<file path="config.mk">
export PLATFORM = sky130hd
export DESIGN_NAME = pc_sequencer
export DESIGN_NICKNAME = d
export VERILOG_FILES = /design/src/rtl/pc_seq_pkg.sv /design/src/rtl/pc_seq_arb.sv /design/src/rtl/pc_seq_next.sv /design/src/rtl/pc_sequencer.sv
export SDC_FILE = /design/constraint.sdc
export NUM_CORES = 1
export LEC_CHECK = 0
export CAP_MARGIN = 30
export CORE_AREA = 10 10 82 84
export DETAILED_ROUTE_END_ITERATION = 8
export DIE_AREA = 0 0 92 94
export DONT_BUFFER_PORTS = 1
export GPL_ROUTABILITY_DRIVEN = 0
export PLACE_DENSITY_LB_ADDON = 0.12
export RECOVER_POWER = 50
export REMOVE_ABC_BUFFERS = 1
export SETUP_SLACK_MARGIN = 0.15
export SKIP_LAST_GASP = 1
export SYNTH_ARGS = -nofsm -noshare
export SYNTH_HDL_FRONTEND = slang
export SYNTH_HIERARCHICAL = 1
export SYNTH_SLANG_ARGS = --single-unit
</file>
<file path="constraint.sdc">
create_clock -name clk_i -period 3.6 [get_ports clk_i]
set_input_delay 0.18 -clock clk_i [delete_from_list [all_inputs] [get_ports clk_i]]
set_output_delay 0.18 -clock clk_i [all_outputs]
set_load 0.05 [all_outputs]
</file>
<file path="src/rtl/pc_seq_pkg.sv">
package pc_seq_pkg;
  localparam int unsigned PC_W    = 15;
  localparam int unsigned LO_W    = 8;
  localparam int unsigned LAT_W   = PC_W - LO_W;
  localparam int unsigned IMM_W   = 11;
  localparam int unsigned OFF_W   = 9;
  localparam int unsigned JHI_W   = PC_W - IMM_W;
  localparam logic [PC_W-1:0] RST_VEC = '0;
  localparam logic [PC_W-1:0] IRQ_VEC = PC_W'(4);

  typedef enum logic [2:0] {
    SEL_HOLD,
    SEL_INC,
    SEL_BR,
    SEL_JMP,
    SEL_PCL,
    SEL_IRQ
  } pc_sel_e;
endpackage

</file>
<file path="src/rtl/pc_seq_arb.sv">
module pc_seq_arb
  import pc_seq_pkg::*;
(
  input  logic    irq_i,
  input  logic    pcl_we_i,
  input  logic    jmp_i,
  input  logic    call_i,
  input  logic    br_i,
  input  logic    adv_i,
  output pc_sel_e sel_o,
  output logic    push_o
);
  always_comb begin
    if (irq_i)                sel_o = SEL_IRQ;
    else if (pcl_we_i)        sel_o = SEL_PCL;
    else if (jmp_i || call_i) sel_o = SEL_JMP;
    else if (br_i)            sel_o = SEL_BR;
    else if (adv_i)           sel_o = SEL_INC;
    else                      sel_o = SEL_HOLD;
  end

  assign push_o = (sel_o == SEL_IRQ) || ((sel_o == SEL_JMP) && call_i);
endmodule

</file>
<file path="src/rtl/pc_seq_next.sv">
module pc_seq_next
  import pc_seq_pkg::*;
(
  input  pc_sel_e          sel_i,
  input  logic [PC_W-1:0]  pc_i,
  input  logic [LAT_W-1:0] lat_i,
  input  logic [LO_W-1:0]  pcl_wdata_i,
  input  logic [IMM_W-1:0] jmp_imm_i,
  input  logic [OFF_W-1:0] br_off_i,
  output logic [PC_W-1:0]  pc_inc_o,
  output logic [PC_W-1:0]  pc_nxt_o
);
  logic [PC_W-1:0] off_sx;
  logic [PC_W-1:0] br_tgt;

  assign pc_inc_o = pc_i + PC_W'(1);
  assign off_sx   = {{(PC_W-OFF_W){br_off_i[OFF_W-1]}}, br_off_i};
  assign br_tgt   = pc_inc_o + off_sx;  // wraps modulo 2^PC_W

  always_comb begin
    unique case (sel_i)
      SEL_IRQ: pc_nxt_o = IRQ_VEC;
      SEL_PCL: pc_nxt_o = {lat_i, pcl_wdata_i};
      SEL_JMP: pc_nxt_o = {lat_i[LAT_W-1 -: JHI_W], jmp_imm_i};
      SEL_BR:  pc_nxt_o = br_tgt;
      SEL_INC: pc_nxt_o = pc_inc_o;
      default: pc_nxt_o = pc_i;
    endcase
  end
endmodule

</file>
<file path="src/rtl/pc_sequencer.sv">
module pc_sequencer
  import pc_seq_pkg::*;
(
  input  logic             clk_i,
  input  logic             rst_ni,
  input  logic             irq_i,
  input  logic             adv_i,
  input  logic             jmp_i,
  input  logic             call_i,
  input  logic [IMM_W-1:0] jmp_imm_i,
  input  logic             br_i,
  input  logic [OFF_W-1:0] br_off_i,
  input  logic             pcl_we_i,
  input  logic [LO_W-1:0]  pcl_wdata_i,
  input  logic             lat_we_i,
  input  logic [LAT_W-1:0] lat_wdata_i,
  output logic [PC_W-1:0]  pc_o,
  output logic [LO_W-1:0]  pcl_o,
  output logic [LAT_W-1:0] lat_o,
  output logic [PC_W-1:0]  ret_addr_o,
  output logic             push_o
);
  pc_sel_e          sel;
  logic [PC_W-1:0]  pc_q, pc_nxt, pc_inc;
  logic [LAT_W-1:0] lat_q;

  pc_seq_arb u_arb (
    .irq_i    (irq_i),
    .pcl_we_i (pcl_we_i),
    .jmp_i    (jmp_i),
    .call_i   (call_i),
    .br_i     (br_i),
    .adv_i    (adv_i),
    .sel_o    (sel),
    .push_o   (push_o)
  );

  pc_seq_next u_next (
    .sel_i       (sel),
    .pc_i        (pc_q),
    .lat_i       (lat_q),
    .pcl_wdata_i (pcl_wdata_i),
    .jmp_imm_i   (jmp_imm_i),
    .br_off_i    (br_off_i),
    .pc_inc_o    (pc_inc),
    .pc_nxt_o    (pc_nxt)
  );

  always_ff @(posedge clk_i or negedge rst_ni) begin
    if (!rst_ni) pc_q <= RST_VEC;
    else         pc_q <= pc_nxt;
  end

  always_ff @(posedge clk_i or negedge rst_ni) begin
    if (!rst_ni)       lat_q <= '0;
    else if (lat_we_i) lat_q <= lat_wdata_i;
  end

  assign pc_o       = pc_q;
  assign pcl_o      = pc_q[LO_W-1:0];
  assign lat_o      = lat_q;
  assign ret_addr_o = pc_inc;

  AST_IRQ_VEC: assert property (@(posedge clk_i) disable iff (!rst_ni)
    irq_i |=> pc_o == IRQ_VEC);
  AST_PCL_LOAD: assert property (@(posedge clk_i) disable iff (!rst_ni)
    (!irq_i && pcl_we_i) |=> pc_o == {$past(lat_o), $past(pcl_wdata_i)});
  AST_INC_ONLY: assert property (@(posedge clk_i) disable iff (!rst_ni)
    (adv_i && !irq_i && !pcl_we_i && !jmp_i && !call_i && !br_i)
      |=> pc_o == $past(pc_o) + PC_W'(1));
  AST_IDLE_HOLD: assert property (@(posedge clk_i) disable iff (!rst_ni)
    (!adv_i && !irq_i && !pcl_we_i && !jmp_i && !call_i && !br_i)
      |=> $stable(pc_o));
  AST_PUSH_SRC: assert property (@(posedge clk_i) disable iff (!rst_ni)
    push_o |-> (irq_i || (call_i && !pcl_we_i)));
  AST_LAT_KEEP: assert property (@(posedge clk_i) disable iff (!rst_ni)
    !lat_we_i |=> $stable(lat_o));
endmodule

</file>
; Word-level counts from Yosys, hierarchy flattened
; Index checks and enable logic that the tools add are counted.
[op_classes]
n_addsub = 2
n_eq_ne = 5
muxes = 6
n_reduce_logical = 4
[op_table]
columns = cell, n
row1 = 15-bit case mux with 5 select lines, 1
row2 = "15-bit by 1-bit adder with 15-bit output, second input constant", 1
row3 = 15-bit adder, 1
row4 = 3-bit two-way mux, 4
row5 = "3-bit by 2-bit == test with 1-bit output, second input constant", 2
row6 = "3-bit == test, second input constant", 2
row7 = 5-bit nonzero test, 1
row8 = "3-bit by 1-bit == test with 1-bit output, second input constant", 1
row9 = 1-bit logical OR, 2
row10 = 1-bit logical AND, 1
row11 = 1-bit two-way mux, 1
[totals]
regBits = 22
word_cells = 19

; Depth between registers and ports, before layout
[logic_depth]
ltp_word = 8
mapped_depth = 12
mapped_depth_nobuf = 12

; Hierarchy
; Netlist, hierarchy kept.
[by_module_without_submodules]
columns = module, instances, cells_per_inst, area_each_um2
row1 = pc_seq_next, 1, 255, 1729.2
row2 = pc_sequencer, 1, 38, 726.9
row3 = pc_seq_arb, 1, 8, 48.8

; Worst setup path after synthesis
; No wires, ideal clock.
[synth_timing]
kind = reg2reg
start = register pc_q[0], in the netlist pc_o[0]
end = register pc_q[11], in the netlist pc_o[11]
arrival_ps = 3644
required_time_ps = 3464
slack_ps = -181
path_stages_with_launch = 13
synth_period_minus_slack_ps = 3781
cell_sequence = dfrtp_1 ha_1 nand3_2 nor3_1 and3_1 xor2_1 ha_1 a21oi_1 o21ai_0 a21o_1 a41oi_1 xor2_1 o22ai_1
[synth_via]
elab_chain_len = 3
[synth_lines]
columns = element, line
row1 = start: declaration, pc_sequencer.sv:24  ; logic [PC_W-1:0] pc_q, pc_nxt, pc_inc;
row2 = start signal: assignment, pc_sequencer.sv:51  ; else pc_q <= pc_nxt;
row3 = 15-bit by 1-bit adder with 15-bit output, pc_seq_next.sv:16  ; assign pc_inc_o = pc_i + PC_W'(1);
row4 = via ret_addr_o[10], pc_sequencer.sv:20  ; output logic [PC_W-1:0] ret_addr_o,
row5 = 15-bit adder, pc_seq_next.sv:18  ; assign br_tgt = pc_inc_o + off_sx;
row6 = 15-bit case mux with 5 select lines, pc_seq_next.sv:21  ; unique case (sel_i)
row7 = via pc_nxt[11], pc_sequencer.sv:24
; The timed path passes the listed nets, and every way through them passes these cells.
; A chain may end at the register's enable or synchronous reset.

; Worst setup path in the final report
[layout_timing]
start = register pc_q[5], in the netlist pc_o[5]
end = register pc_q[10], in the netlist pc_o[10]
[layout_via]
elab_chain_len = 3
[layout_lines]
columns = element, line
row1 = 15-bit by 1-bit adder with 15-bit output *, pc_seq_next.sv:16
row2 = 15-bit adder, pc_seq_next.sv:18
row3 = 15-bit case mux with 5 select lines *, pc_seq_next.sv:21
row4 = via pc_nxt[10], pc_sequencer.sv:24
; The timed path passes the listed nets; every way through them passes the cells marked *.

==> results.tsv <==
stage	metric	value	unit
run_status	outcome	finished clean	
placed_design	portBuffers	0	
logic_synthesis	ys_seq_elements	22	
worst_setup_path	crit_path_end_kind	flop	
logic_synthesis	yosysWarnings	6	
floorplan	floorplan.io_pins	90	
logic_synthesis	dominantRegCellSynth	sky130_fd_sc_hd__dfrtp_1	
route	dr_wl_met3	795	um
cts	cts_tree	built	
finish	area_of_all_placed_cells_without_fillers	2740	um2
pwr	power_switching	0.628	mW
floorplan	initial_standard_cell_utilization_of_the_core	49.4	%
cts	cts-buffers-inserted	3	
logic_synthesis	post_synth_inst_count	301	
logic_synthesis	synth.cells.most_frequent	sky130_fd_sc_hd__a21oi_1 (26), sky130_fd_sc_hd__nand2_1 (24), sky130_fd_sc_hd__dfrtp_1 (22), sky130_fd_sc_hd__nor2_1 (21), sky130_fd_sc_hd__ha_1 (18)	
timing	period_minus_slack	3.25	ns
timing	hold_viol	0	
pwr	power.switching_fraction	49.9	%
finish	finish.utilization	54.0	%
timing	slew_headroom	10.8	%
finish	fin_nets	376	
grt	antenna_found_initial	1	
pwr	power.sequential.fraction	28.9	%
worst_setup_path	type_of_the_setup_path_with_the_least_slack	flop to flop	
worst_setup_path	cp_cell_sequence	clkbuf_1 > xor2_1 > ha_1 > o2111ai_1 > a21oi_1 > nor2_1 > xor2_1 > o22ai_1	
route	postRouteWirelength	8100	um
placed_design	postPlaceCellArea	2680	um2
grt	grt-ovfl-total	0	
cts	cts.root.buffer_cell	sky130_fd_sc_hd__clkbuf_8	
floorplan	row_count	26	
worst_setup_path	critPathLaunchType	flop	
worst_setup_path	worst_ep_required_time	3.74	ns
timing	max_freq	0.308	GHz
logic_synthesis	netlist_area	2500	um2
cts	insertion_delay	0.26	ns
timing	setup-violations-final	0	
logic_synthesis	netlist.area_leader.share	22.0	%
finish	multiInputGateArea	1760	um2
route	route.antenna.remaining_nets	0	
finish	final-instance-count-excl-fill	383	
worst_setup_path	timing.critical_path.slowest_cell_delay	0.99	ns
cts	cts_sinks	22	
logic_synthesis	ys_seq_area_share	22.0	%
timing	worst_clock_skew	0.00113	ns
flow_run	drv.max_cap_violation_count	0	
timing	setup_repair_after_global_routing_missed_its_margin	false	
cts	cts-root-to-sink-buffers	2	
pwr	peakVddDrop	0.000202	V
route	vias_per_cell	6.31	
worst_setup_path	cp.arrival	3.39	ns
worst_setup_path	crit_path_top_delay_cell	sky130_fd_sc_hd__clkbuf_1	
finish	final_layout_size_suffix_gt1_share	14.7	%
pwr	power_frac_comb	52.6	%
pwr	power.leakage	1.23	nW
logic_synthesis	yosys.area.top_type	sky130_fd_sc_hd__dfrtp_1	
timing	report.final.slew_viol_count	0	
route	num_vias	2418	
logic_synthesis	synth_enable_flop_cells	0	
pwr	cell_internal_pwr	0.630	mW
pwr	powerDensity	459	nW/um2
floorplan	die_width	92	um
cts	htreeDepth	1	
route	drc	0	
placed_design	cell_count_after_placement	376	
floorplan	dieArea	8650	um2
worst_setup_path	timing.critical_path.fanout_max	5	
logic_synthesis	yosys.cell_types.count	57	
logic_synthesis	cell_with_the_most_instances_after_synthesis	sky130_fd_sc_hd__a21oi_1	
cts	cts_post_setup_buffers_inserted	0	
finish	ff_latch_area	551	um2
route	detail_route.wirelength.met1	3450	um
route	first_pass_iters	7	
pwr	clockPowerShare	18.5	%
logic_synthesis	synthArstFlopShare	100	%
grt	grt_pass1_vias	2341	
grt	grt_use_total	18.4	%
floorplan	die_h	94	um
placed_design	place_hpwl	6320	um
logic_synthesis	synth_area_leaders	sky130_fd_sc_hd__dfrtp_1 (22%), sky130_fd_sc_hd__ha_1 (9.0%), sky130_fd_sc_hd__a21oi_1 (5.2%)	
cts	clk_pin_slew	0.08	ns
timing	tightestPinTransition	1.34	ns
finish	n_fill_cell	540	
grt	pin_count_of_the_biggest_net_entering_global_routing	29	
timing	final_min_period_over_clock_period	90.3	%
hold_path	timing.hold.worst.class	input pin to flop	
route	top_signal_layer_used	met4	
route	met2_wirelength	3750	um
logic_synthesis	synth.avg_cell_area	8.32	um2
route	first_iter_violations	270	
floorplan	core_footprint	5070	um2
worst_setup_path	cp_common_cell	sky130_fd_sc_hd__xor2_1	
finish	synthToLayoutAreaGrowth	9.39	%
grt	grt_first_pass_wirelength	13000	um
route	route.detailed.wl_per_inst	21.1	um
pwr	total_power	1.26	mW
-- logic make-up after synthesis --
logic type	count (synthesis)	synth area share [%]
AO/OA/AOI/OAI	101	27.0
AND/OR/NAND/NOR	81	17.5
buffers and inverters	38	7.24
XOR/XNOR	25	8.74
flip-flops	22	22.0
adder cells (fa/ha/maj)	19	9.79
multiplexers	15	7.69
-- power by group through the flow --
stage / clock (mW) / sequential, mW / combinational, mW
after global placement: 0 / 0.369 / 0.656
after floorplan: 0 / 0.465 / 0.395
final: 0.233 / 0.363 / 0.662
after detailed placement: 0 / 0.369 / 0.660
after global routing: 0.250 / 0.369 / 0.713
after CTS: 0.238 / 0.364 / 0.668
-- through the flow --
stage	worst slack [ns]	hold slack, ns	setup TNS [ns]
finish	0.349	0.0435	0
global placement	0.626	-0.114	0
detailed placement	0.478	-0.115	0
global route	0.160	0.0308	0
floorplan	-0.517	-0.116	-2.87
CTS	0.445	0.0534	0
-- state kept, by name (all words and copies together) (netlist names) --
name and cells:
pc_o 15, lat_o 7
-- layout by cell type, fill, tap and decap left out, drive strengths merged, types with 2 or more instances in the layout --
cell,n
o211ai,3
clkbuf,7
o2111ai,2
a221o,3
buf,25
a22oi,5
ha,18
o31ai,2
xor2,14
mux2i,5
a311oi,2
nand3,10
a21oi,26
nor2b,4
a221oi,4
inv,15
nor4,2
nor3,5
o21ai,17
o21bai,3
or3,2
a22o,2
nand4,7
a31o,2
mux2,10
dfrtp,22
a31oi,2
nor2,21
a21o,9
nand2,24
a21boi,2
a211o,2
nand2b,2
xnor2,11
o22ai,7
-- final timing paths --
| check | from | end | slack [ns] | cells past startpoint |
|---|---|---|---|---|
| setup / recovery | pc_o[5]$_DFF_PN0_ | pc_o[10]$_DFF_PN0_ | 0.35 | 8 |
| hold / removal | lat_wdata_i[0] | lat_o[0]$_DFFE_PN0P_ | 0.04 | 1 |
| setup reg to reg | pc_o[5]$_DFF_PN0_ | pc_o[10]$_DFF_PN0_ | 0.35 | 8 |
| hold reg to reg | pc_o[1]$_DFF_PN0_ | pc_o[1]$_DFF_PN0_ | 0.71 | 2 |
| max in group asynchronous | rst_ni | lat_o[2]$_DFFE_PN0P_ | 2.20 | 2 |
| min in group asynchronous | rst_ni | pc_o[3]$_DFF_PN0_ | 0.18 | 1 |
-- area by class of cell --
| type | count | area share, % |
|---|---|---|
| Multi-Input combinational cell | 241 | 64.2 |
| Inverter | 15 | 2.05 |
| Sequential cell | 22 | 20.1 |
| Clock buffer | 3 | 1.51 |
| Antenna cell | 1 | 0.0913 |
| Timing Repair Buffer | 30 | 7.76 |
| Clock inverter | 1 | 1.10 |
| Tap cell | 70 | 3.20 |
-- worst max-delay path: cells and delay by family, from the launching register on --
| family | cells | cell delay (ns) |
|---|---|---|
| buffers and inverters | 1 | 0.99 |
| flip-flops | 1 | 0.37 |
| adder cells (fa/ha/maj) | 1 | 0.48 |
| AO/OA/AOI/OAI | 3 | 0.64 |
| XOR/XNOR | 2 | 0.54 |
| AND/OR/NAND/NOR | 1 | 0.10 |
-- repair_timing --
item                                    CTS  global route
hold buffers                              1             0
gates resized for setup                   0             1
endpoints found under the setup margin    0             1
hold endpoints to repair                 22             0
-- per-layer routing --
layer	GRT usage, %	vias up
met5	0	-
met2	29.1	118
met4	5.01	0
met3	5.92	10
li1	-	1134
met1	23.4	1156
Power figures use the tool's default switching activity.
